==> src/rtl/hp_sel_pkg.sv <==
package hp_sel_pkg;

    localparam int ID_W      = 10;
    localparam int PRIO_W    = 8;
    localparam int PRIV_IDS  = 32;
    localparam logic [ID_W-1:0]   NONE_ID   = 10'd1023;
    localparam logic [PRIO_W-1:0] IDLE_PRIO = 8'hFF;

    typedef struct packed {
        logic              vld;
        logic [PRIO_W-1:0] prio;
        logic [ID_W-1:0]   id;
    } cand_t;

    // Mask that keeps the implemented upper priority bits.
    function automatic logic [PRIO_W-1:0] prio_keep(input int impl);
        return 8'hFF << (PRIO_W - impl);
    endfunction

    // Winner of two candidates; lo holds the lower ID range and wins ties.
    function automatic cand_t pick(input cand_t lo, input cand_t hi);
        if (!hi.vld)
            return lo;
        if (!lo.vld)
            return hi;
        return (hi.prio < lo.prio) ? hi : lo;
    endfunction

endpackage

==> src/rtl/hp_leaf.sv <==
module hp_leaf
    import hp_sel_pkg::*;
#(
    parameter int NUM_CPU   = 8,
    parameter int PRIO_IMPL = 5,
    parameter int SRC_ID    = 0,
    localparam int CPU_W    = (NUM_CPU > 1) ? $clog2(NUM_CPU) : 1
) (
    input  logic               clk,
    input  logic               rst,
    input  logic               fwd_en,
    input  logic               pend,
    input  logic               en,
    input  logic               act,
    input  logic [PRIO_W-1:0]  prio,
    input  logic [NUM_CPU-1:0] tgt_row,
    input  logic [CPU_W-1:0]   cpu_num,
    output cand_t              q
);
    localparam logic [PRIO_W-1:0] KEEP = prio_keep(PRIO_IMPL);

    logic  routed;
    cand_t nxt;

    always_comb begin
        routed   = tgt_row[cpu_num];
        nxt.vld  = fwd_en && pend && en && !act && routed;
        nxt.prio = prio & KEEP;
        nxt.id   = ID_W'(SRC_ID);
    end

    always_ff @(posedge clk) begin
        if (rst)
            q <= '0;
        else
            q <= nxt;
    end
endmodule

==> src/rtl/hp_node.sv <==
module hp_node
    import hp_sel_pkg::*;
(
    input  logic  clk,
    input  logic  rst,
    input  cand_t lo,
    input  cand_t hi,
    output cand_t y
);
    always_ff @(posedge clk) begin
        if (rst)
            y <= '0;
        else
            y <= pick(lo, hi);
    end
endmodule

==> src/rtl/hp_select.sv <==
module hp_select
    import hp_sel_pkg::*;
#(
    parameter int NUM_SRC   = 64,
    parameter int NUM_CPU   = 8,
    parameter int PRIO_IMPL = 5,
    localparam int CPU_W    = (NUM_CPU > 1) ? $clog2(NUM_CPU) : 1,
    localparam int NUM_SHR  = NUM_SRC - PRIV_IDS,
    localparam int LEVELS   = $clog2(NUM_SRC),
    localparam int PAD      = 1 << LEVELS
) (
    input  logic                        clk,
    input  logic                        rst,
    input  logic                        fwd_en,
    input  logic [CPU_W-1:0]            cpu_num,
    input  logic [NUM_SRC-1:0]          src_pend,
    input  logic [NUM_SRC-1:0]          src_en,
    input  logic [NUM_SRC-1:0]          src_act,
    input  logic [NUM_SRC*PRIO_W-1:0]   src_prio,
    input  logic [NUM_SHR*NUM_CPU-1:0]  src_tgt,
    output logic                        best_vld,
    output logic [ID_W-1:0]             best_id,
    output logic [PRIO_W-1:0]           best_prio
);
    // Heap-ordered tournament: node k merges 2k and 2k+1; leaves at PAD..2*PAD-1.
    cand_t tree [1:2*PAD-1];

    genvar g;
    generate
        for (g = 0; g < PAD; g++) begin : g_leaf
            if (g < NUM_SRC) begin : g_real
                logic [NUM_CPU-1:0] row;
                if (g < PRIV_IDS) begin : g_priv
                    assign row = '1;
                end else begin : g_shr
                    assign row = src_tgt[(g-PRIV_IDS)*NUM_CPU +: NUM_CPU];
                end
                hp_leaf #(
                    .NUM_CPU  (NUM_CPU),
                    .PRIO_IMPL(PRIO_IMPL),
                    .SRC_ID   (g)
                ) u_leaf (
                    .clk    (clk),
                    .rst    (rst),
                    .fwd_en (fwd_en),
                    .pend   (src_pend[g]),
                    .en     (src_en[g]),
                    .act    (src_act[g]),
                    .prio   (src_prio[g*PRIO_W +: PRIO_W]),
                    .tgt_row(row),
                    .cpu_num(cpu_num),
                    .q      (tree[PAD+g])
                );
            end else begin : g_pad
                assign tree[PAD+g] = '0;
            end
        end

        for (g = 1; g < PAD; g++) begin : g_node
            hp_node u_node (
                .clk(clk),
                .rst(rst),
                .lo (tree[2*g]),
                .hi (tree[2*g+1]),
                .y  (tree[g])
            );
        end
    endgenerate

    always_comb begin
        best_vld  = tree[1].vld;
        best_id   = tree[1].vld ? tree[1].id   : NONE_ID;
        best_prio = tree[1].vld ? tree[1].prio : IDLE_PRIO;
    end
endmodule

==> config.mk <==
export PLATFORM = sky130hd
export DESIGN_NAME = hp_select
export DESIGN_NICKNAME = d
export VERILOG_FILES = /design/src/rtl/hp_sel_pkg.sv /design/src/rtl/hp_leaf.sv /design/src/rtl/hp_node.sv /design/src/rtl/hp_select.sv
export SDC_FILE = /design/constraint.sdc
export NUM_CORES = 2
export LEC_CHECK = 0
export BUFFER_PORTS_ARGS = -buffer_cell sky130_fd_sc_hd__buf_4
export CAP_MARGIN = 25
export CORE_AREA = 2 2 385 387
export DETAILED_ROUTE_END_ITERATION = 8
export DIE_AREA = 0 0 387 389
export GPL_TIMING_DRIVEN = 1
export SYNTH_ARGS = -nofsm -noshare
export SYNTH_HDL_FRONTEND = slang
export SYNTH_SLANG_ARGS = --single-unit
==> constraint.sdc <==
create_clock -name clk -period 2.4 [get_ports clk]
set_input_delay 0.24 -clock clk [delete_from_list [all_inputs] [get_ports clk]]
set_output_delay 0.24 -clock clk [all_outputs]
set_load 0.02 [all_outputs]
### Word level (Yosys, flattened, before mapping)

Memory sizes are Yosys's and may differ from the RTL's.
Cells that the tools add are included.

* register bits: 2413
* input bits: 966
* bits in read-only memories: 8
* memories: 1

Memory list
* (name not given): depth 8, bits a word 1, read ports 1, clocked after Yosys merged registers in 0, write ports 0, RTL line hp_leaf.sv:26 `routed = tgt_row[cpu_num];`

* magnitude comparators: 64
* multiplexer cells: 760
* reduce and logical (&&, ||, !) cells: 320

Operators by type and width (number)
* $mux W19: 315
* $lt A8 B8 Y1: 63
* $mux W1: 349
* $logic_and A1 B1 Y1: 256
* $mux W6: 32
* $bmux W1 S3: 32
* $mux W5: 16
* $logic_not A1 Y1: 64
* $mux W4: 8
* $mux W3: 4
* $mux W10: 1
* $mux W8: 1
* $lt A3 B4 Y1 const B: 1
* $mux W2: 2

### Logic depth before layout (Yosys ltp)

* depth in word-level cells: 6
* gate-level depth with buffers: 8
* gate-level depth less buffers: 7

### Modules after synthesis

A second synthesis with hierarchy kept.

* cell total of the unflattened synthesis: 8851
* area, all modules: 87275.0 sq um

Modules (own cells, without submodules)
* hp_node: area each 1033.5 sq um, cells each 108, times used 63, seq. area each 380.4 sq um
* hp_leaf at g_leaf[10].g_real.u_leaf ...: area each 345.3 sq um, cells each 32, times used 43, seq. area each 140.1 sq um
* hp_leaf at g_leaf[11].g_real.u_leaf ...: area each 342.8 sq um, cells each 31, times used 20, seq. area each 140.1 sq um
* hp_leaf at g_leaf[0].g_real.u_leaf: area each 329.1 sq um, cells each 31, times used 1, seq. area each 120.1 sq um
* hp_select: area each 130.1 sq um, cells each 20, times used 1, seq. area each 0.0 sq um

### Least setup slack after synthesis

OpenSTA, ideal clock, no wires.

* path kind: flip-flop to flip-flop
* start: reg g_node[60].u_node.y[15] (netlist name)
* end: reg g_node[30].u_node.y[17] (netlist name)
* clock period less this slack: 1.786 ns
* stages on the path, launching flop included: 8
* buffers on the path: 0
* data arrival time: 1.658 ns
* required time: 2.272 ns
* slack: 0.614 ns
* cell sequence: dfxtp_1 > inv_1 > ha_1 > a21o_1 > a311o_1 > o22ai_4 > mux2i_1 > nor2_1

* longest elaborated chain between the ends: 4

RTL lines
* start, declared: RTL line hp_node.sv:8 `output cand_t y`
* start signal, assigned: RTL line hp_node.sv:14 `y <= pick(lo, hi);`
* $lt A8 B8 Y1: RTL line hp_sel_pkg.sv:26 `return (hi.prio < lo.prio) ? hi : lo;`
* $mux W19 (2 in a row): RTL line hp_sel_pkg.sv:26
* $mux W19: RTL line hp_sel_pkg.sv:24 `if (!lo.vld)`
* end signal, assigned: RTL line hp_node.sv:14
* end, declared: RTL line hp_node.sv:8

No other way between the ends.
A chain may end at the register's enable or synchronous reset.

==> key figures <==
Global routing
  – Gr usage total: 15.5%
  – Vias in the first global route: 31200
  – Total congestion overflow: 0
  – Initial antenna violation count: 21
  – First-pass GRT wire length: 178000 um
  – Largest net degree at the start of global routing: 193

Route
  – Routed Antenna Nets: 0
  – Vias per cell: 4.25
  – Drt total wl: 119000 um
  – First-pass detailed-route iteration total: 5
  – Initial DRC Count: 957
  – DRC: 0
  – Vias: 29600
  – WL/cell: 17.2 um

Die
  – Die height: 389 um
  – CORE AREA: 147000 sq um
  – Width of the chip: 387 um
  – Site row count: 141
  – Top-Level Pins: 985
  – Initial Util: 25.8%
  – Die area: 151000 sq um

Worst setup path
  – Crit Path Class: input port to register
  – Buffers and inverters on the worst path: 5
  – Slowest cell on the critical path: dlygate4sd3_1
  – Cell family with most CP delay: buffers and inverters
  – Crit-path most repeated cell: dlygate4sd3_1
  – Reg-to-reg critical path startpoint: g_node[3].u_node.y[15]$_SDFF_PP0_
  – Worst reg2reg path depth: 7
  – FF-to-FF End: g_node[1].u_node.y[2]$_SDFF_PP0_
  – Peak per-stage delay on the critical path: 690 ps
  – Type of origin of the critical path: input port
  – Required time of the critical path: 3030 ps
  – Critical Path Sink Type: register
  – Critical Path Fanout Max: 26
  – Cell chain of the critical path: dlygate4sd3_1, buf_8, clkinv_1, nand2_4, buf_12, nor4_1, dlygate4sd3_1
  – Reg-to-reg setup timing slack: 350 ps
  – Arrival @ worst endpoint: 2930 ps

Timing
  – Setup-failing EPs final: 0
  – Tmin final: 2300 ps
  – Worst slew pin tran: 1000 ps
  – F_max: 0.436 GHz
  – Post-route clock period utilization: 95.6%
  – RSZ-0062 raised after global routing: no
  – Setup Skew: 32.7 ps
  – Final hold vios: 0
  – Setup tns final: 0 ps
  – Pins Over Slew Limit: 0
  – Rel. slew slack: 33.1%
  – WHS: 190 ps

Synth
  – Yosys reg bits: 940
  – YS warnings: 0
  – Mux contribution to synthesized area: 15.2%
  – Distinct cells, synth: 35
  – Post-Synth Simple-Gate Area: 15.7%
  – Post-Synth Adder-Cell Area: 8.32%
  – Syn Nets: 4867
  – Sequential area share after synthesis: 49.7%
  – Mapped cell area: 37900 sq um
  – Syn_area_per_cell: 10.4 sq um
  – Post-synth EDFFs: 0
  – Cells after Synth: 3649
  – Xor/xnor cell area share of the yosys netlist: 0%
  – Largest family of logic cells by synthesized area: simple AND/OR/NAND/NOR gates
  – FFs w/ async S/R, synth: 0%
  – Top_reg_cell synth: dfxtp_1
  – Synth Area in Compound Gates: 6.22%

CTS
  – Clock buffer depth: 3
  – H-tree depth: 3
  – Clock latency at the later pin of the worst-skew pair: 710 ps
  – Worst-path clk slew: 60 ps
  – Cts bufs inserted: 105
  – CTS root buf: clkbuf_16
  – Clock sink total: 940
  – CTS resizes: 0
  – CTS tree: done

Cells and area
  – Area growth syn-to-layout: 43.9%
  – Ratio of cells with drive above 1 in the final layout: 23.1%
  – Layout fillers: 14300
  – Fin cells: 6964
  – Nets: 6156

Hold path
  – Hold EP: g_leaf[35].g_real.u_leaf.q[18]$_SDFF_PP0_
  – Hold path start: src_pend[35]
  – Hold path depth: 4
  – Min-Delay Path Class: input port to register

Power and ir drop
  – PwrDens: 684 nW/um^2
  – Pleak: 0.0224 uW
  – Worst VDD drop: 0.000493 V

Placed design
  – DP Cell Count: 6303
  – Input/output buffers: 792
  – HPWL after DPL: 91000 um
  – Gpl congestion: 0.899

Flow run
  – # Max-Cap Violations: 0

Run status
  – Status: complete, no violations
layout by cell type (no fill, tap or decap), types with 19 or more instances in the layout:
cell type,n
a21oi_1,90
a41oi_2,32
and2_1,32
and3_1,31
buf_4,859
clkbuf_1,19
clkbuf_16,105
clkbuf_8,24
dfxtp_1,939
dlygate4sd3_1,458
ha_1,252
inv_1,308
mux2i_1,430
mux4_2,64
nand2_1,109
nor2_1,525
nor2b_1,395
nor3_1,32
nor3b_1,34
nor4_1,32
o21ai_0,41
o21ai_1,49
registers in the layout, indices dropped and copies added, names as in the netlist:
register	cells
g_leaf.g_real.u_leaf.q	385
g_node.u_node.y	555
per-stage QoR:
stage	util, %	setup WS (ps)	power [uW]	area, sq um
after floorplan	-	614	18500	37900
after global placement	31.6	19.1	20300	46300
after detailed placement	31.6	18.2	20400	46300
after CTS	37.2	182	37900	54500
after global routing	37.2	128	38900	54500
final	37.2	105	37300	54500
kinds of logic (layout without fill, tap and decap cells):
logic type      count (synthesis)  count (layout)
other cells                     0              13
buf+inv                       462            1834
simple gates                 1203            1203
flops                         940             940
fa+ha+maj                     252             252
compound gates                298             298
mux                           494             494
cell usage after synthesis, types with 14 or more instances:
| cell | n | share of area, % |
|---|---|---|
| dfxtp_1 | 940 | 50 |
| nor2_1 | 525 | 5.2 |
| mux2i_1 | 430 | 11 |
| nor2b_1 | 396 | 6.5 |
| inv_1 | 309 | 3.1 |
| ha_1 | 252 | 8.3 |
| nand2_1 | 110 | 1.1 |
| a21oi_1 | 90 | 1.2 |
| clkbuf_1 | 77 | 0.76 |
| mux4_2 | 64 | 3.8 |
| o21ai_1 | 49 | 0.65 |
| o21ai_0 | 41 | 0.54 |
| nor3b_1 | 34 | 0.67 |
| a41oi_2 | 32 | 1.4 |
| and2_1 | 32 | 0.53 |
| nor3_1 | 32 | 0.42 |
| nor4_1 | 32 | 0.53 |
| and3_1 | 31 | 0.51 |
| buf_2 | 29 | 0.38 |
| a21o_1 | 18 | 0.36 |
| a311o_1 | 18 | 0.48 |
| a31oi_1 | 18 | 0.30 |
| buf_4 | 16 | 0.32 |
| buf_1 | 14 | 0.14 |
area by class of cell:
| type | instances | area (sq um) | share of cell area [%] |
|---|---|---|---|
| antenna | 13 | 32.5 | 0.0597 |
| clock buffer | 148 | 3030 | 5.56 |
| tap | 1930 | 2410 | 4.43 |
| sequential | 940 | 18800 | 34.5 |
| clock inverter | 42 | 612 | 1.12 |
| timing repair buffer | 1326 | 11200 | 20.6 |
| multi-input combinational | 2247 | 17200 | 31.6 |
| inverter | 318 | 1190 | 2.19 |
power breakdown:
group | switching, uW | internal, uW | total (uW)
Clock | 6710 | 10000 | 16700
Sequential | 330 | 16200 | 16500
Combinational | 1770 | 2310 | 4090
per-layer routing:
metal / global-route usage (%) / routed length [um]
met1: 17.8 / 49500
met2: 27.3 / 58600
met3: 3.49 / 6100
met4: 6.82 / 5290
met5: 0 / 38
worst reg2reg max path: stages, from the launching register on:
cell and delay (ps):
dfxtp_1 430, ha_1 290, a21o_1 170, a311o_1 350, o22ai_2 100, buf_4 240, mux2i_1 260, nor2_1 60
worst max-delay path by stage:
stage	from	cells past startpoint	to	slack [ps]
2_1_floorplan	g_node[60].u_node.y[15]$_SDFF_PP0_	7	g_node[30].u_node.y[17]$_SDFF_PP0_	610
3_3_place_gp	cpu_num[0]	6	g_leaf[63].g_real.u_leaf.q[18]$_SDFF_PP0_	20
3_5_place_dp	cpu_num[0]	6	g_leaf[63].g_real.u_leaf.q[18]$_SDFF_PP0_	20
4_1_cts	rst	7	g_leaf[33].g_real.u_leaf.q[18]$_SDFF_PP0_	180
5_1_grt	g_node[1].u_node.y[18]$_SDFF_PP0_	2	best_id[9]	130
6_report	rst	7	g_leaf[33].g_real.u_leaf.q[18]$_SDFF_PP0_	100
timing repair:
action / CTS / global route
hold buffers: 458 / 0
setup buffers: 0 / 0
hold endpoints to repair: 391 / 0
setup endpoints to repair: 0 / 0
No activity file was read; power rests on OpenSTA's default activity.
